`src/rtl/memcyc_pkg.sv`:
```
package memcyc_pkg;

   localparam int KIND_W = 2;

   localparam logic [KIND_W-1:0] KIND_RD = 2'b00;
   localparam logic [KIND_W-1:0] KIND_WR = 2'b01;
   localparam logic [KIND_W-1:0] KIND_RF = 2'b10;

   typedef enum logic [2:0] {
      ST_IDLE = 3'd0,
      ST_T1   = 3'd1,
      ST_T2   = 3'd2,
      ST_TW   = 3'd3,
      ST_T3   = 3'd4,
      ST_T4   = 3'd5
   } cyc_state_t;

   typedef struct packed {
      logic wr_n;
      logic row_n;
      logic mux_n;
      logic col_n;
      logic oe;
   } strobe_t;

   // Strobe levels that hold throughout a given bus state.
   function automatic strobe_t strobe_of(cyc_state_t s, logic [KIND_W-1:0] k);
      strobe_t o;
      logic    row_on;
      logic    mux_on;
      row_on  = (s == ST_T2) || (s == ST_TW) || (s == ST_T3) || (s == ST_T4);
      mux_on  = (s == ST_TW) || (s == ST_T3) || (s == ST_T4);
      o.row_n = !row_on;
      o.mux_n = !mux_on;
      o.col_n = !(s == ST_T4);
      o.wr_n  = !(mux_on && (k == KIND_WR));
      o.oe    = (s != ST_IDLE);
      return o;
   endfunction

endpackage

```
`src/rtl/memcyc_rst_qual.sv`:
```
module memcyc_rst_qual #(
   parameter int RST_MIN_CYC = 5
) (
   input  logic clk,
   input  logic rst_raw_n,
   output logic rst_act
);
   localparam int CW = $clog2(RST_MIN_CYC + 1);
   localparam logic [CW-1:0] CNT_TOP = CW'(RST_MIN_CYC);

   logic [CW-1:0] low_cnt;

   // Counts consecutive low samples, saturating once the minimum is met.
   always_ff @(posedge clk) begin
      if (rst_raw_n)
         low_cnt <= '0;
      else if (low_cnt != CNT_TOP)
         low_cnt <= low_cnt + 1'b1;
   end

   assign rst_act = (low_cnt == CNT_TOP);

endmodule

```
`src/rtl/memcyc_fsm.sv`:
```
module memcyc_fsm
   import memcyc_pkg::*;
(
   input  logic              clk,
   input  logic              rst_act,
   input  logic              req_valid,
   input  logic [KIND_W-1:0] req_kind,
   input  logic              wait_n,
   output cyc_state_t        st,
   output cyc_state_t        st_nxt,
   output logic [KIND_W-1:0] kind_q,
   output logic              done
);

   always_comb begin
      st_nxt = st;
      unique case (st)
         ST_IDLE: if (req_valid) st_nxt = ST_T1;
         ST_T1:   st_nxt = ST_T2;
         ST_T2,
         ST_TW:   st_nxt = wait_n ? ST_T3 : ST_TW;
         ST_T3:   st_nxt = ST_T4;
         ST_T4:   st_nxt = ST_IDLE;
         default: st_nxt = ST_IDLE;
      endcase
   end

   always_ff @(posedge clk) begin
      if (rst_act) begin
         st     <= ST_IDLE;
         kind_q <= KIND_RD;
         done   <= 1'b0;
      end else begin
         st   <= st_nxt;
         done <= (st == ST_T4);
         if (st == ST_IDLE && req_valid)
            kind_q <= req_kind;
      end
   end

endmodule

```
`src/rtl/memcyc_strobe_gen.sv`:
```
module memcyc_strobe_gen
   import memcyc_pkg::*;
#(
   parameter bit REG_OUT = 1'b1
) (
   input  logic              clk,
   input  logic              rst_act,
   input  cyc_state_t        st,
   input  cyc_state_t        st_nxt,
   input  logic [KIND_W-1:0] kind_q,
   input  logic              req_valid,
   input  logic [KIND_W-1:0] req_kind,
   output strobe_t           stb
);

   generate
      if (REG_OUT) begin : g_reg
         // Flops loaded from the next state: same edge timing, no decode glitches.
         logic [KIND_W-1:0] kind_n;
         strobe_t           stb_q;
         assign kind_n = (st == ST_IDLE && req_valid) ? req_kind : kind_q;
         always_ff @(posedge clk) begin
            if (rst_act)
               stb_q <= strobe_of(ST_IDLE, KIND_RD);
            else
               stb_q <= strobe_of(st_nxt, kind_n);
         end
         assign stb = stb_q;
      end else begin : g_dec
         logic unused_in;
         assign unused_in = clk ^ rst_act ^ req_valid ^ (^req_kind) ^ (^st_nxt);
         assign stb = strobe_of(st, kind_q);
      end
   endgenerate

endmodule

```
`src/rtl/memcyc_strobe_seq.sv`:
```
module memcyc_strobe_seq
   import memcyc_pkg::*;
#(
   parameter int RST_MIN_CYC = 5,
   parameter bit REG_OUT     = 1'b1
) (
   input  logic       clk,
   input  logic       rst_n,
   input  logic       req_valid,
   input  logic [1:0] req_kind,
   input  logic       wait_n,
   output logic       mwr_n,
   output logic       tref_r_n,
   output logic       tref_a_n,
   output logic       tref_c_n,
   output logic       bus_oe,
   output logic       busy,
   output logic       done
);

   if (RST_MIN_CYC < 1) begin : g_bad_rst
      $error("RST_MIN_CYC must be at least 1");
   end
   if (KIND_W != 2) begin : g_bad_kind
      $error("kind field must be two bits wide");
   end

   logic              rst_act;
   cyc_state_t        st;
   cyc_state_t        st_nxt;
   logic [KIND_W-1:0] kind_q;
   strobe_t           stb;

   memcyc_rst_qual #(.RST_MIN_CYC(RST_MIN_CYC)) u_rst (
      .clk       (clk),
      .rst_raw_n (rst_n),
      .rst_act   (rst_act)
   );

   memcyc_fsm u_fsm (
      .clk       (clk),
      .rst_act   (rst_act),
      .req_valid (req_valid),
      .req_kind  (req_kind),
      .wait_n    (wait_n),
      .st        (st),
      .st_nxt    (st_nxt),
      .kind_q    (kind_q),
      .done      (done)
   );

   memcyc_strobe_gen #(.REG_OUT(REG_OUT)) u_stb (
      .clk       (clk),
      .rst_act   (rst_act),
      .st        (st),
      .st_nxt    (st_nxt),
      .kind_q    (kind_q),
      .req_valid (req_valid),
      .req_kind  (req_kind),
      .stb       (stb)
   );

   assign mwr_n    = stb.wr_n;
   assign tref_r_n = stb.row_n;
   assign tref_a_n = stb.mux_n;
   assign tref_c_n = stb.col_n;
   assign bus_oe   = stb.oe;
   assign busy     = (st != ST_IDLE);

endmodule

```
`config.mk`:
```
export PLATFORM = sky130hd
export DESIGN_NAME = memcyc_strobe_seq
export DESIGN_NICKNAME = d
export VERILOG_FILES = /design/src/rtl/memcyc_pkg.sv /design/src/rtl/memcyc_rst_qual.sv /design/src/rtl/memcyc_fsm.sv /design/src/rtl/memcyc_strobe_gen.sv /design/src/rtl/memcyc_strobe_seq.sv
export SDC_FILE = /design/constraint.sdc
export NUM_CORES = 1
export LEC_CHECK = 0
export CORE_ASPECT_RATIO = 1.4
export CORE_MARGIN = 2
export CORE_UTILIZATION = 25
export DETAILED_ROUTE_END_ITERATION = 12
export PLACE_DENSITY = 0.5
export REMOVE_ABC_BUFFERS = 1
export SETUP_SLACK_MARGIN = 0.5
export SKIP_LAST_GASP = 1
export SLEW_MARGIN = 20
export SYNTH_ARGS = -nofsm -noshare
export SYNTH_HDL_FRONTEND = slang
export SYNTH_HIERARCHICAL = 1
export SYNTH_SLANG_ARGS = --single-unit
```
`constraint.sdc`:
```
create_clock -name clk -period 1.8 [get_ports clk]
set_input_delay 0.54 -clock clk [delete_from_list [all_inputs] [get_ports clk]]
set_output_delay 0.54 -clock clk [all_outputs]
set_load 0.005 [all_outputs]
```
==> results by stage <==
Outcome:
- The flow ran to the end, and the final reports show no timing, DRC or antenna violations.

Clock tree:
- Clock-pin slew was measured on the worst setup and hold paths at 0.08 ns.
- In this run the deepest clock path goes through 2 buffers.
- The number of H-tree levels is 1.
- The clock insertion delay at the later pin of the skew report is 0.27 ns.
- The number of buffers added by the clock tree synthesis step is 3.
- The clock tree from TritonCTS is built.
- The number of sinks handled by clock tree synthesis is 14.
- The hold buffer count at CTS is 0.
- The cell at the root of the clock tree is sky130_fd_sc_hd__clkbuf_4.

GRT:
- The number of antenna violations at the first check in global routing is 0.
- The number of global-route vias before repair is 490.
- The aggregate global-route resource usage is 0.0930.
- Entering global routing, the biggest net connects 12 pins.
- The total grt overflow is 0.
- The first-pass GRT wire length is 1.95 mm.

STA:
- The routed design could run at a clock period as short as 1.61 ns.
- The final count of pins violating max slew is 0.
- The maximum clock frequency is 0.622 GHz.
- Between clock sinks in the finished design, the worst skew comes to 0.000918 ns.
- Setup slack closes at 0.193 ns.
- The count of final setup violators is 0.
- For the final routed database, the setup TNS stands at 0 ns.
- Setup repair after global routing could not meet its margin everywhere.
- The tightest slew margin relative to the limit is 0.822.
- Dividing the final minimum period by the clock period gives 0.893.
- The transition time of the tightest slew-check pin is 0.266 ns.
- The total count of hold-check failures in the final report was 0.

Final layout:
- The fraction of final layout cells sized beyond drive strength 1 is 0.402.
- In the final design database the tool counted 92 nets.
- The area growth from synthesis to layout is 38.0%.
- The number of inserted diodes is 0.

Drt:
- The count of nets left with antenna violations after detail routing is 0.
- The number of optimization iterations in the first detailed-route pass is 2.
- The average routed wire per standard cell is 10.6 um.
- In the routed layout, each cell is associated on average with a via count of 4.85.
- The total via count after detailed routing is 509.
- The total DRC errors in the routed layout is 0.
- The post-detailed-routing wire length is 1.12 mm.
- After the first detailed-routing iteration, the DRC count stood at 6.

Placement:
- The placer congestion estimate is 0.706.
- Input and output buffers added on the ports amount to 12.
- The half-perimeter wire length of the detailed placement result is 820 um.
- Timing analysis after detailed placement gives a worst setup slack of -0.141 ns.

Worst setup path:
- The critical path is of the reg -> out type.
- The number of cells traversed by the worst register-to-register path is 7.
- The reg-to-reg critical path endpoint is u_stb/stb[4].
- The slack of the worst reg-to-reg path is about 0.36 ns.
- The maximum fanout count along the critical path is 2.
- The critical path goes through or3_1, buf_2.
- The worst register-to-register path begins at u_fsm/st[1].
- Grouping stages by cell kind, the critical path spends the most delay in simple AND/OR/NAND/NOR gates.
- The worst endpoint data arrival time is 1.07 ns.
- The worst setup path is captured at a primary output.
- On the critical path, the stage with the largest delay is an instance of sky130_fd_sc_hd__or3_1.
- The number of buffers and inverters on the critical path is 1.
- The worst setup path is launched from a flop.
- For the worst setup path, the data required time is 1.26 ns.
- The largest single stage delay on the critical path is between 0.3 and 0.4 ns.

Synth:
- The total of warnings raised by yosys is 6.
- The sequential element share of the synthesized area is 0.451.
- Synthesis instantiated 27 different standard cells from the library.
- In this run the cell area of the synthesized design comes to 622 sq um.
- Counting flops and latches in the post-synthesis netlist gives 14.
- The instance count of the mapped netlist is 57.
- Averaged over all synthesized cells, the footprint is 10.9 sq um.

Die:
- The area of the core is 2360 sq um.
- From bottom edge to top edge, the die measures 63.0 um.
- The area of the die is a little under 3000 sq um.
- From left edge to right edge, the die measures 46.2 um.
- The boundary pin count is 13.
- The initial utilization of the core area, before any placement, comes to 0.263.
- The number of rows created at floorplan is 21.

Worst hold path:
- The worst hold path was traced through 2 stages.
- The launch point of the worst hold path is u_rst/low_cnt[1].
- The end point of the worst hold path is u_rst/low_cnt[1].
- The kind of path behind the tightest hold check is reg -> reg.

Power and ir drop:
- For this design the ratio of total power to cell area is 1680 nW/um^2.
- The switching power share of the total is 0.330.
- The total power consumption of the routed design is roughly 1.4 mW.
- The cell-internal power is 0.964 mW.
- Of the total power, the clock network draws 0.116.
- The net switching component of the power is 0.475 mW.
- The power share of the sequential group is 0.328.
- The share of total power dissipated in combinational logic is 0.556.
- The maximum vdd drop is between 0.5 and 0.6 mV.
- Summed over all cells, the static leakage comes to 0.373 nW.

Run:
- The count of maximum capacitance violations is 0.
[cell usage in the layout, fill, tap and decap left out, types with 2 or more instances in the layout]
cell                              instances
sky130_fd_sc_hd__ha_1                     2
sky130_fd_sc_hd__mux2i_1                  3
sky130_fd_sc_hd__dlygate4sd2_1            2
sky130_fd_sc_hd__a21oi_1                  2
sky130_fd_sc_hd__nand2b_1                 6
sky130_fd_sc_hd__nor2_1                   4
sky130_fd_sc_hd__clkbuf_4                 3
sky130_fd_sc_hd__buf_4                    8
sky130_fd_sc_hd__nor4b_4                  2
sky130_fd_sc_hd__buf_2                    7
sky130_fd_sc_hd__dfxtp_1                 13
sky130_fd_sc_hd__a21o_1                   2
sky130_fd_sc_hd__buf_6                    2
sky130_fd_sc_hd__clkdlybuf4s50_1          3
sky130_fd_sc_hd__nor2b_1                  2
[synth_stat cells]
| cell type | instances | area, sq um |
|---|---|---|
| sky130_fd_sc_hd__dfxtp_1 | 14 | 280 |
| sky130_fd_sc_hd__nand2b_1 | 6 | 37.5 |
| sky130_fd_sc_hd__nor2_1 | 4 | 15.0 |
| sky130_fd_sc_hd__mux2i_1 | 3 | 30.0 |
| sky130_fd_sc_hd__a21o_1 | 2 | 15.0 |
| sky130_fd_sc_hd__a21oi_1 | 2 | 10.0 |
| sky130_fd_sc_hd__ha_1 | 2 | 25.0 |
| sky130_fd_sc_hd__inv_1 | 2 | 7.51 |
| sky130_fd_sc_hd__nor2b_1 | 2 | 12.5 |
| sky130_fd_sc_hd__nor3_1 | 2 | 10.0 |
| sky130_fd_sc_hd__nor4b_4 | 2 | 47.6 |
| sky130_fd_sc_hd__a211oi_1 | 1 | 7.51 |
| sky130_fd_sc_hd__a211oi_2 | 1 | 12.5 |
| sky130_fd_sc_hd__a21boi_0 | 1 | 7.51 |
| sky130_fd_sc_hd__a21o_2 | 1 | 8.76 |
| sky130_fd_sc_hd__and2_4 | 1 | 8.76 |
| sky130_fd_sc_hd__and3b_1 | 1 | 8.76 |
| sky130_fd_sc_hd__and4bb_2 | 1 | 12.5 |
| sky130_fd_sc_hd__nand2_1 | 1 | 3.75 |
| sky130_fd_sc_hd__nand2b_4 | 1 | 13.8 |
| sky130_fd_sc_hd__nand3_1 | 1 | 5.00 |
| sky130_fd_sc_hd__nand3b_1 | 1 | 7.51 |
| sky130_fd_sc_hd__nor2_2 | 1 | 6.26 |
| sky130_fd_sc_hd__o21ai_0 | 1 | 5.00 |
| sky130_fd_sc_hd__o2bb2ai_1 | 1 | 8.76 |
| sky130_fd_sc_hd__or3_1 | 1 | 6.26 |
| sky130_fd_sc_hd__or3b_1 | 1 | 8.76 |
[registers in the layout, summed over array words and instances, names as in the netlist]
register and flops:
u_fsm/st 3, u_fsm/kind_q 2, u_fsm/done 1, u_rst/low_cnt 3
u_stb/stb 5
[cell families (layout without fill, tap and decap cells)]
group,count (synthesis),in the layout,share of synthesized area
simple gates,26,26,0.328
mux,3,3,0.0483
flops,14,14,0.451
buf+inv,2,27,0.0121
fa+ha+maj,2,2,0.0402
compound gates,10,10,0.121
[power by group through the flow]
stage	clock (mW)	combinational [mW]	sequential (mW)
6_report	0.167	0.800	0.471
5_1_grt	0.201	0.885	0.483
4_1_cts	0.179	0.781	0.469
3_5_place_dp	0	0.751	0.476
3_3_place_gp	0	0.755	0.476
2_1_floorplan	0	0.353	0.540
[area by class of cell]
class                      instances  area [sq um]
multi-input combinational         41           353
clock buffer                       3          22.5
fill                             249          1510
tap                               23          28.8
inverter                           2          7.51
timing repair buffer              22           165
sequential                        14           282
[tightest hold or removal path, stage by stage (launching register included)]
cell and delay (ns):
sky130_fd_sc_hd__dfxtp_1 0.32, sky130_fd_sc_hd__inv_1 0.07, sky130_fd_sc_hd__a211oi_1 0.06
[how the worst max path moves through the flow]
stage / start / to / slack, ns / cells after the start
finish: u_fsm/st[1] / busy / 0.19 / 2
global route: u_fsm/st[1] / busy / 0.12 / 2
CTS: u_fsm/st[1] / busy / 0.17 / 2
detailed placement: wait_n / u_stb/stb[4] / -0.14 / 7
global placement: wait_n / u_stb/stb[4] / -0.12 / 7
floorplan: u_fsm/st[1] / u_stb/stb[1] / 0.35 / 4
[timing repair]
action,CTS,global route
gates resized for setup,35,4
pin swaps,2,0
setup endpoints to repair,16,8
buffers inserted,3,0
[per-layer routing]
layer | global-route usage | vias to the layer above | part of all wire
li1 | - | 252 | -
met1 | 0.102 | 247 | 0.42
met2 | 0.141 | 8 | 0.51
met3 | 0.0260 | 2 | 0.046
met4 | 0.0750 | 0 | 0.017
met5 | 0 | - | 0
[metrics by stage]
stage | std cells | cell area, sq um | hold slack [ns] | util
4_1_cts | 105 | 846 | 0.497 | 0.358
6_report | 105 | 858 | 0.493 | 0.363
2_1_floorplan | 57 | 622 | 0.451 | -
3_5_place_dp | 99 | 823 | 0.482 | 0.348
5_1_grt | 105 | 858 | 0.540 | 0.363
3_3_place_gp | 99 | 823 | 0.474 | 0.348
(Power assumes the default switching activity.)
